### config.mk
export PLATFORM = sky130hd
export DESIGN_NAME = lsb_embed_top
export DESIGN_NICKNAME = d
export VERILOG_FILES = /design/src/rtl/lsb_embed_pkg.sv /design/src/rtl/lsb_payload_slot.sv /design/src/rtl/lsb_byte_merge.sv /design/src/rtl/lsb_embed_top.sv
export SDC_FILE = /design/constraint.sdc
export NUM_CORES = 1
export LEC_CHECK = 0
export BUFFER_PORTS_ARGS = -buffer_cell sky130_fd_sc_hd__buf_2
export CORE_MARGIN = 2
export CORE_UTILIZATION = 45
export CTS_CLUSTER_DIAMETER = 120
export DETAILED_ROUTE_END_ITERATION = 8
export PLACE_DENSITY_LB_ADDON = 0.15
export SLEW_MARGIN = 20
export SYNTH_ARGS = -nofsm -noshare
export SYNTH_HDL_FRONTEND = slang
export SYNTH_HIERARCHICAL = 1
export SYNTH_SLANG_ARGS = --single-unit
### constraint.sdc
create_clock -name clk -period 2.5 [get_ports clk]
set_input_delay 0.375 -clock clk [delete_from_list [all_inputs] [get_ports clk]]
set_output_delay 0.375 -clock clk [all_outputs]
set_load 0.005 [all_outputs]
### src/rtl/lsb_embed_pkg.sv
package lsb_embed_pkg;

  typedef enum logic {
    PLANES_ONE = 1'b0,
    PLANES_TWO = 1'b1
  } plane_mode_e;

  localparam logic [1:0] PLANE_CODE_TWO = 2'd2;

  function automatic plane_mode_e decode_planes(input logic [1:0] code);
    return (code == PLANE_CODE_TWO) ? PLANES_TWO : PLANES_ONE;
  endfunction

endpackage

### src/rtl/lsb_payload_slot.sv
// Holds one payload word as a shift register and hands out the next
// bits, most significant first, in a window of 2*LANES bits.
module lsb_payload_slot
  import lsb_embed_pkg::*;
#(
  parameter int PAYLOAD_W = 128,
  parameter int LANES     = 4
) (
  input  logic                   clk,
  input  logic                   rst,
  input  logic                   load_i,
  input  logic [PAYLOAD_W-1:0]   word_i,
  input  plane_mode_e            mode_i,
  input  logic                   take_i,
  output logic                   busy_o,
  output plane_mode_e            mode_o,
  output logic [2*LANES-1:0]     window_o
);
  localparam int CNT_W = $clog2(PAYLOAD_W + 1);
  localparam int WIN_W = 2 * LANES;

  logic [PAYLOAD_W-1:0] shreg;
  logic [CNT_W-1:0]     left;
  logic [CNT_W-1:0]     step;

  initial begin
    assert (PAYLOAD_W % WIN_W == 0)
      else $error("PAYLOAD_W must be a multiple of 2*LANES");
  end

  always_comb step = (mode_o == PLANES_TWO) ? CNT_W'(WIN_W) : CNT_W'(LANES);

  always_ff @(posedge clk) begin
    if (rst) begin
      shreg  <= '0;
      left   <= '0;
      busy_o <= 1'b0;
      mode_o <= PLANES_ONE;
    end else if (load_i) begin
      shreg  <= word_i;
      left   <= CNT_W'(PAYLOAD_W);
      busy_o <= 1'b1;
      mode_o <= mode_i;
    end else if (take_i && busy_o) begin
      shreg <= (mode_o == PLANES_TWO) ? (shreg << WIN_W) : (shreg << LANES);
      left  <= left - step;
      if (left == step) busy_o <= 1'b0;
    end
  end

  assign window_o = shreg[PAYLOAD_W-1 -: WIN_W];

  // busy rises only after a word was loaded
  assert_busy_from_load_R2: assert property (@(posedge clk) disable iff (rst)
    $rose(busy_o) |-> $past(load_i));

  // a word is never loaded on top of one still in use
  assert_no_overwrite_R2: assert property (@(posedge clk) disable iff (rst)
    load_i |-> !busy_o);

  // idle slot has no bits left
  assert_idle_empty_R5: assert property (@(posedge clk) disable iff (rst)
    !busy_o |-> left == '0);

  // plane mode stays fixed while busy
  assert_mode_fixed_R9: assert property (@(posedge clk) disable iff (rst)
    busy_o && $past(busy_o) |-> $stable(mode_o));

endmodule

### src/rtl/lsb_byte_merge.sv
// Overwrites the low plane(s) of each byte lane and registers the beat.
module lsb_byte_merge
  import lsb_embed_pkg::*;
#(
  parameter int LANES = 4
) (
  input  logic                 clk,
  input  logic                 rst,
  input  logic                 in_valid_i,
  output logic                 in_ready_o,
  input  logic [LANES*8-1:0]   in_data_i,
  input  logic                 embed_i,
  input  plane_mode_e          mode_i,
  input  logic [2*LANES-1:0]   window_i,
  output logic                 fire_o,
  output logic                 out_valid_o,
  input  logic                 out_ready_i,
  output logic [LANES*8-1:0]   out_data_o,
  output logic [LANES-1:0]     out_hid_o
);
  localparam int WIN_W = 2 * LANES;

  logic [LANES*8-1:0] merged;

  assign in_ready_o = !out_valid_o || out_ready_i;
  assign fire_o     = in_valid_i && in_ready_o;

  for (genvar k = 0; k < LANES; k++) begin : g_lane
    always_comb begin
      merged[k*8 +: 8] = in_data_i[k*8 +: 8];
      if (embed_i) begin
        if (mode_i == PLANES_TWO) begin
          merged[k*8+1] = window_i[WIN_W-1-2*k];
          merged[k*8]   = window_i[WIN_W-2-2*k];
        end else begin
          merged[k*8]   = window_i[WIN_W-1-k];
        end
      end
    end
  end

  always_ff @(posedge clk) begin
    if (rst) begin
      out_valid_o <= 1'b0;
      out_data_o  <= '0;
      out_hid_o   <= '0;
    end else if (fire_o) begin
      out_valid_o <= 1'b1;
      out_data_o  <= merged;
      out_hid_o   <= {LANES{embed_i}};
    end else if (out_ready_i) begin
      out_valid_o <= 1'b0;
    end
  end

  // stalled output holds
  assert_stall_hold_R8: assert property (@(posedge clk) disable iff (rst)
    out_valid_o && !out_ready_i |=> out_valid_o && $stable(out_data_o) && $stable(out_hid_o));

  // accepted beat is visible right after its edge
  assert_one_cycle_R7: assert property (@(posedge clk) disable iff (rst)
    !$past(rst) && $past(fire_o) |-> out_valid_o);

  // beat without payload leaves unchanged and unflagged
  assert_passthru_R6: assert property (@(posedge clk) disable iff (rst)
    !$past(rst) && $past(fire_o) && !$past(embed_i) |->
      out_data_o == $past(in_data_i) && out_hid_o == '0);

endmodule

### src/rtl/lsb_embed_top.sv
module lsb_embed_top
  import lsb_embed_pkg::*;
#(
  parameter int PAYLOAD_W = 128,
  parameter int LANES     = 4
) (
  input  logic                 clk,
  input  logic                 rst,
  input  logic [1:0]           planes_i,
  input  logic                 enc_busy_i,
  input  logic                 pay_valid_i,
  output logic                 pay_ready_o,
  input  logic [PAYLOAD_W-1:0] pay_data_i,
  input  logic                 cov_valid_i,
  output logic                 cov_ready_o,
  input  logic [LANES*8-1:0]   cov_data_i,
  output logic                 out_valid_o,
  input  logic                 out_ready_i,
  output logic [LANES*8-1:0]   out_data_o,
  output logic [LANES-1:0]     out_hid_o,
  output logic                 steg_busy_o
);
  logic               load;
  logic               fire;
  plane_mode_e        mode_q;
  logic [2*LANES-1:0] window;

  assign pay_ready_o = !steg_busy_o && !enc_busy_i;
  assign load        = pay_valid_i && pay_ready_o;

  lsb_payload_slot #(.PAYLOAD_W(PAYLOAD_W), .LANES(LANES)) u_slot (
    .clk      (clk),
    .rst      (rst),
    .load_i   (load),
    .word_i   (pay_data_i),
    .mode_i   (decode_planes(planes_i)),
    .take_i   (fire),
    .busy_o   (steg_busy_o),
    .mode_o   (mode_q),
    .window_o (window)
  );

  lsb_byte_merge #(.LANES(LANES)) u_merge (
    .clk         (clk),
    .rst         (rst),
    .in_valid_i  (cov_valid_i),
    .in_ready_o  (cov_ready_o),
    .in_data_i   (cov_data_i),
    .embed_i     (steg_busy_o),
    .mode_i      (mode_q),
    .window_i    (window),
    .fire_o      (fire),
    .out_valid_o (out_valid_o),
    .out_ready_i (out_ready_i),
    .out_data_o  (out_data_o),
    .out_hid_o   (out_hid_o)
  );

  // no word is taken while the encryptor is busy
  assert_enc_block_R10: assert property (@(posedge clk) disable iff (rst)
    enc_busy_i && !steg_busy_o |=> !steg_busy_o);

  // an accepted word makes the block busy next cycle
  assert_accept_busy_R2: assert property (@(posedge clk) disable iff (rst)
    pay_valid_i && pay_ready_o |=> steg_busy_o);

endmodule

==> results of run 1 <==
## worst reg2reg max path, cell delays in order, from the launching register on
cell and delay [ns]:
dfxtp_1 0.33, nor2b_2 0.15, nor2_1 0.05, buf_4 0.17, and2_1 0.24, nor2_4 0.13, buf_4 0.56, a22o_1 0.29
## area by class of cell
| cell class | instances | area [um2] | area share (%) |
|---|---|---|---|
| multi-input cells | 663 | 4370 | 44.1 |
| flip-flops and latches | 170 | 3410 | 34.3 |
| repair buffers | 223 | 1220 | 12.3 |
| clock buffers | 21 | 470 | 4.74 |
| well taps | 229 | 287 | 2.89 |
| clock inverters | 11 | 144 | 1.45 |
| inverters | 6 | 22.5 | 0.227 |
## cell families after synthesis
| kind of cell | Yosys count | share of synthesized area, % |
|---|---|---|
| AO/OA/AOI/OAI | 330 | 25.9 |
| AND/OR/NAND/NOR | 204 | 10.5 |
| flip-flops | 170 | 40.7 |
| multiplexers | 125 | 15.0 |
| buffers and inverters | 107 | 7.17 |
| adder cells (fa/ha/maj) | 3 | 0.539 |
| XOR/XNOR | 1 | 0.105 |
## sequential cells by signal, indices dropped and copies added (netlist names)
| signal | flops |
|---|---|
| u_slot/shreg | 128 |
| u_merge/out_data_o | 32 |
| u_slot/left | 6 |
| u_merge/out_hid_o | 1 |
| u_merge/out_valid_o | 1 |
| u_slot/busy_o | 1 |
| u_slot/mode_o | 1 |
## worst max-delay path by stage
stage | start | to | slack [ns] | depth (start not counted)
after floorplan | u_slot/mode_o | u_slot/left[4] | 0.51 | 9
after global placement | out_ready_i | u_slot/shreg[65] | 0.43 | 8
after detailed placement | out_ready_i | u_slot/shreg[54] | 0.41 | 8
after CTS | u_merge/out_valid_o | cov_ready_o | 0.34 | 4
after global routing | u_merge/out_valid_o | cov_ready_o | 0.24 | 4
final | u_merge/out_valid_o | cov_ready_o | 0.38 | 4
## metal layers
layer / routed length (um) / global-route usage (%) / part of all wire [%]
met1: 9990 / 29.3 / 49
met2: 9240 / 30.2 / 45
met3: 1030 / 4.00 / 5.0
met4: 310 / 7.18 / 1.5
met5: 0 / 0 / 0
## power breakdown
group          total, mW  switching (mW)  internal, mW
Sequential          2.88          0.0716          2.81
Clock               2.75            1.10          1.65
Combinational      0.734           0.417         0.316
Total               6.37            1.59          4.78
## through the flow
| stage | setup WS (ns) | hold WS, ns | cells |
|---|---|---|---|
| after floorplan | 0.511 | 0.447 | 940 |
| after global placement | 0.432 | 0.458 | 1291 |
| after detailed placement | 0.413 | 0.463 | 1291 |
| after CTS | 0.336 | 0.178 | 1323 |
| after global routing | 0.242 | 0.181 | 1323 |
| final | 0.378 | 0.194 | 1323 |
## Yosys cell counts (2+ instances only)
library cell	instances	share of area, %
a31oi_1	4	0.30
nand4b_1	2	0.21
buf_4	13	1.2
buf_2	38	2.3
mux2i_1	125	15
a22o_1	120	13
inv_2	2	0.090
dfxtp_1	170	41
nand2_1	137	6.2
a2111o_1	4	0.54
nor2_1	13	0.58
o21ai_0	150	9.0
a211oi_1	2	0.18
a311oi_1	6	0.63
buf_6	13	1.8
nor2b_1	4	0.30
a21oi_1	42	2.5
inv_1	4	0.18
buf_1	3	0.13
clkbuf_1	31	1.4
clkbuf_2	3	0.18
nand3_1	38	2.3
ha_1	2	0.30
==> results.json, run 1 <==
{
  "cts_tree": "done",
  "skew_ns": 0.00823,
  "die_area_mm2": 0.0197,
  "final.fill_count": 1728,
  "die_y_um": 140,
  "path_class": "flip-flop to output pin",
  "cts_hold_buffers": 0,
  "vias": 7255,
  "synthCells": 940,
  "drive_gt1_share_pct": 24.1,
  "pin_count": 208,
  "rows": 49,
  "cp.required_ns": 2.12,
  "synth_area_mm2": 0.00835,
  "synth-seq-cells": 170,
  "setup_tns_ns": 0,
  "rr_worst_depth": 7,
  "dpl-instance-area_mm2": 0.00931,
  "rsz0062_at_grt": "no",
  "cp_top_family": "buffers and inverters",
  "synth_fp_nets": 1111,
  "reg2reg_to": "u_slot/shreg[53]",
  "coreArea_mm2": 0.0181,
  "drv_slew": 0,
  "numClockSinks": 170,
  "path_clk_slew_ns": 0.07,
  "postLayoutCellArea_mm2": 0.00992,
  "antenna_found_initial": 0,
  "whs_endpoint": "u_merge/out_data_o[21]",
  "ant_nets": 0,
  "whs_path_depth": 3,
  "cts_buffer_depth": 2,
  "fin_util_pct": 54.8,
  "synth_warnings": 6,
  "grt_max_degree": 113,
  "cts_buffers": 17,
  "min_path_type": "input port to flip-flop",
  "cap_violations": 0,
  "critical_path.endpoint_type": "output pin",
  "cts-root-buf": "clkbuf_16",
  "hold_viol": 0,
  "crit_buf_inv": 3,
  "gr-usage-all-layers_pct": 20.3,
  "wl_per_cell_um": 15.6,
  "path_cells": "nor2b_2 -> buf_4 -> inv_2 -> buf_2",
  "area_growth_pct": 18.8,
  "p_total_mw": 6.37,
  "totalWireLength_um": 20600,
  "hp-start": "cov_data_i[21]",
  "synth-async-reset-ratio_pct": 0,
  "period_share_pct": 84.9,
  "initialDrtViolationCount": 521,
  "worstMarginPinSlew_ns": 0.696,
  "synth_edf_count": 0,
  "r2r_slack_ns": 0.53,
  "grt_pass1_wl_um": 32900,
  "post_cts_resized": 0,
  "grt.overflow.total": 0,
  "grt_pass1_vias": 6613,
  "synthDistinctLibCells": 37,
  "vias_per_cell": 5.48,
  "nNetsFinal": 1252,
  "drtPass1Iterations": 6,
  "status": "finished, final reports clean",
  "arrival_ns": 1.75,
  "vdd_drop_max_mv": 0.449,
  "final_common_cell": "buf_2",
  "fmax_mhz": 471,
  "start_util_pct": 46.2,
  "mostFrequentLayoutCells": "buf_2, dfxtp_1, o21ai_0, nand2_1, mux2i_1",
  "die_w_um": 140,
  "drc": 0,
  "clk_latency_ns": 0.43,
  "avgSynthCellArea_um2": 8.89,
  "diodes": 0,
  "gp_congestion": 0.750,
  "critPathMaxStageDelay_ns": 0.42,
  "rr_startpoint": "u_merge/out_valid_o",
  "synth_ff_type": "dfxtp_1",
  "relSlewSlack_pct": 53.6,
  "cts_setup_buffers": 0,
  "crit_fanout": 34,
  "setup_viol": 0,
  "slowest_stage": "inv_2",
  "fin_crit_ns": 2.12,
  "yosysSeqAreaShare_pct": 40.7,
  "port_buffers": 207,
  "power_leakage_nw": 3.78,
  "h-tree-depth": 4,
  "power.density_cell_area_mw_per_mm2": 642,
  "worstSetupStartpointType": "flip-flop",
  "dp_hpwl_um": 13100
}
(Power assumes the default switching activity.)
==> run 2: changes to the inputs <==
==> constraint.sdc (replaced) <==
create_clock -name clk -period 1.8 [get_ports clk]
set_input_delay 0.27 -clock clk [delete_from_list [all_inputs] [get_ports clk]]
set_output_delay 0.27 -clock clk [all_outputs]
set_load 0.005 [all_outputs]
==> run 2 against run 1 <==
Against the previous run: via count grew 0.65%; highest routed layer unchanged; combinational power rose by 51%; clock skew down 0.0012 ns; worst hold slack worse by 0.10 ns; non-clock buffer count increased by 18; register-to-register slack worse by 0.45 ns; clock power up 37%; critical path depth increased by 3; power rose by 39%.
==> results.json, run 2 (same netlist as run 1, synthesis figures left out) <==
{
  "crit_fanout": 13,
  "reg_top3": "u_slot/shreg (128), u_merge/out_data_o (32), u_slot/left (6)",
  "start_util_pct": 46.2,
  "diodes": 0,
  "fin_crit_ns": 1.72,
  "area_growth_pct": 21.9,
  "nNetsFinal": 1270,
  "drv_slew": 0,
  "coreArea_mm2": 0.0181,
  "clk_latency_ns": 0.42,
  "grt_max_degree": 67,
  "cts-root-buf": "clkbuf_16",
  "setup_tns_ns": 0,
  "setup_viol": 0,
  "drive_gt1_share_pct": 25.5,
  "path_cells": "nor2b_4 -> nor2_2 -> and2_1 -> nor2_4 -> buf_12 -> buf_4 -> a22o_1",
  "die_y_um": 140,
  "path_class": "flip-flop to flip-flop",
  "top_register": "u_slot/shreg",
  "initialDrtViolationCount": 423,
  "gp_congestion": 0.769,
  "path_clk_slew_ns": 0.07,
  "vdd_drop_max_mv": 0.692,
  "rsz0062_at_grt": "yes",
  "antenna_found_initial": 0,
  "die_area_mm2": 0.0197,
  "pin_count": 208,
  "fmax_mhz": 582,
  "grt.overflow.total": 0,
  "grt_pass1_vias": 6787,
  "final_common_cell": "buf_2",
  "busiest_layer": "met2",
  "power.density_cell_area_mw_per_mm2": 871,
  "cts_tree": "done",
  "grt_pass1_wl_um": 33800,
  "hold_viol": 0,
  "cp.required_ns": 2.11,
  "period_share_pct": 95.4,
  "skew_ns": 0.00704,
  "ant_nets": 0,
  "vias_per_cell": 5.45,
  "mostFrequentLayoutCells": "buf_2, dfxtp_1, o21ai_0, nand2_1, mux2i_1",
  "slowest_stage": "dfxtp_1",
  "h-tree-depth": 4,
  "status": "finished, final reports clean",
  "arrival_ns": 2.03,
  "rows": 49,
  "fin_cells": 1341,
  "relSlewSlack_pct": 73.5,
  "gr-usage-all-layers_pct": 20.7,
  "cts_buffer_depth": 2,
  "grtUsageMet2_pct": 32.3,
  "power_leakage_nw": 3.88,
  "numClockSinks": 170,
  "critical_path.endpoint_type": "flip-flop",
  "die_w_um": 140,
  "dp_cells": 1309,
  "drc": 0,
  "vias": 7302,
  "critPathMaxStageDelay_ns": 0.31,
  "cap_violations": 0,
  "port_buffers": 207,
  "whs_ns": 0.0915,
  "min_path_type": "input port to flip-flop",
  "worstMarginPinSlew_ns": 0.397,
  "largest_register_ffs": 128,
  "cts_setup_buffers": 0,
  "drtPass1Iterations": 4,
  "met1_usage_pct": 29.2,
  "totalWireLength_um": 20800,
  "cts_buffers": 17,
  "dp_hpwl_um": 13900,
  "use_met3_pct": 4.27,
  "worstSetupStartpointType": "flip-flop",
  "final.fill_count": 1711,
  "wl_per_cell_um": 15.5
}
-- run 2: cell count changes in the layout (fill, tap and decap cells not counted), moves of 3 or more --
| cell | delta |
|---|---|
| clkbuf_8 | -3 |
| inv_6 | +3 |
| clkinvlp_4 | +3 |
| buf_12 | +10 |
| clkinv_2 | -3 |
| buf_4 | +8 |
-- run 2: power breakdown --
part / internal [mW] / switching (mW)
Clock: 2.20 / 1.56
Combinational: 0.508 / 0.602
Sequential: 3.90 / 0.0993
-- run 2: final cells by class --
| type | count | area, um2 | share of cell area (%) |
|---|---|---|---|
| clock inverters | 13 | 169 | 1.66 |
| well taps | 229 | 287 | 2.81 |
| inverters | 6 | 25.0 | 0.246 |
| multi-input cells | 663 | 4390 | 43.1 |
| clock buffers | 19 | 433 | 4.25 |
| repair buffers | 241 | 1480 | 14.5 |
| flip-flops and latches | 170 | 3410 | 33.4 |
-- run 2: path summary, 6_finish.rpt --
path,start,to,slack [ns],cells after the start
min reg2reg,u_merge/out_data_o[21],u_merge/out_data_o[21],0.47,2
max reg2reg,u_merge/out_valid_o,u_slot/shreg[23],0.08,7
min,cov_data_i[2],u_merge/out_data_o[2],0.09,3
max,u_merge/out_valid_o,u_slot/shreg[23],0.08,7
-- run 2: timing repair --
item                       CTS  global route
gates resized for setup      3             3
hold buffers                 0             0
setup endpoints to repair    1           109
-- run 2: worst max-delay path: cells and delay by family (launching register included) --
family | cells | cell delay [ns]
AOI/OAI and AO/OA | 1 | 0.24
buffers and inverters | 2 | 0.33
DFF | 1 | 0.31
and+or+nand+nor | 4 | 0.72
-- run 2: per-stage QoR --
step	utilization (%)	setup WS, ns	area, um2	total power, mW
2_1_floorplan	-	0.0141	8370	4.75
3_3_place_gp	52.8	0.0984	9560	5.18
3_5_place_dp	52.8	0.0741	9560	5.19
4_1_cts	56.2	0.0367	10200	8.97
5_1_grt	56.3	-0.0121	10200	9.26
6_report	56.3	0.0832	10200	8.87
-- run 2: routing by layer --
layer	vias to the layer above	wire [um]
met5	-	0
met4	0	265
met3	19	1000
met2	179	9420
met1	3372	10100
li1	3732	-
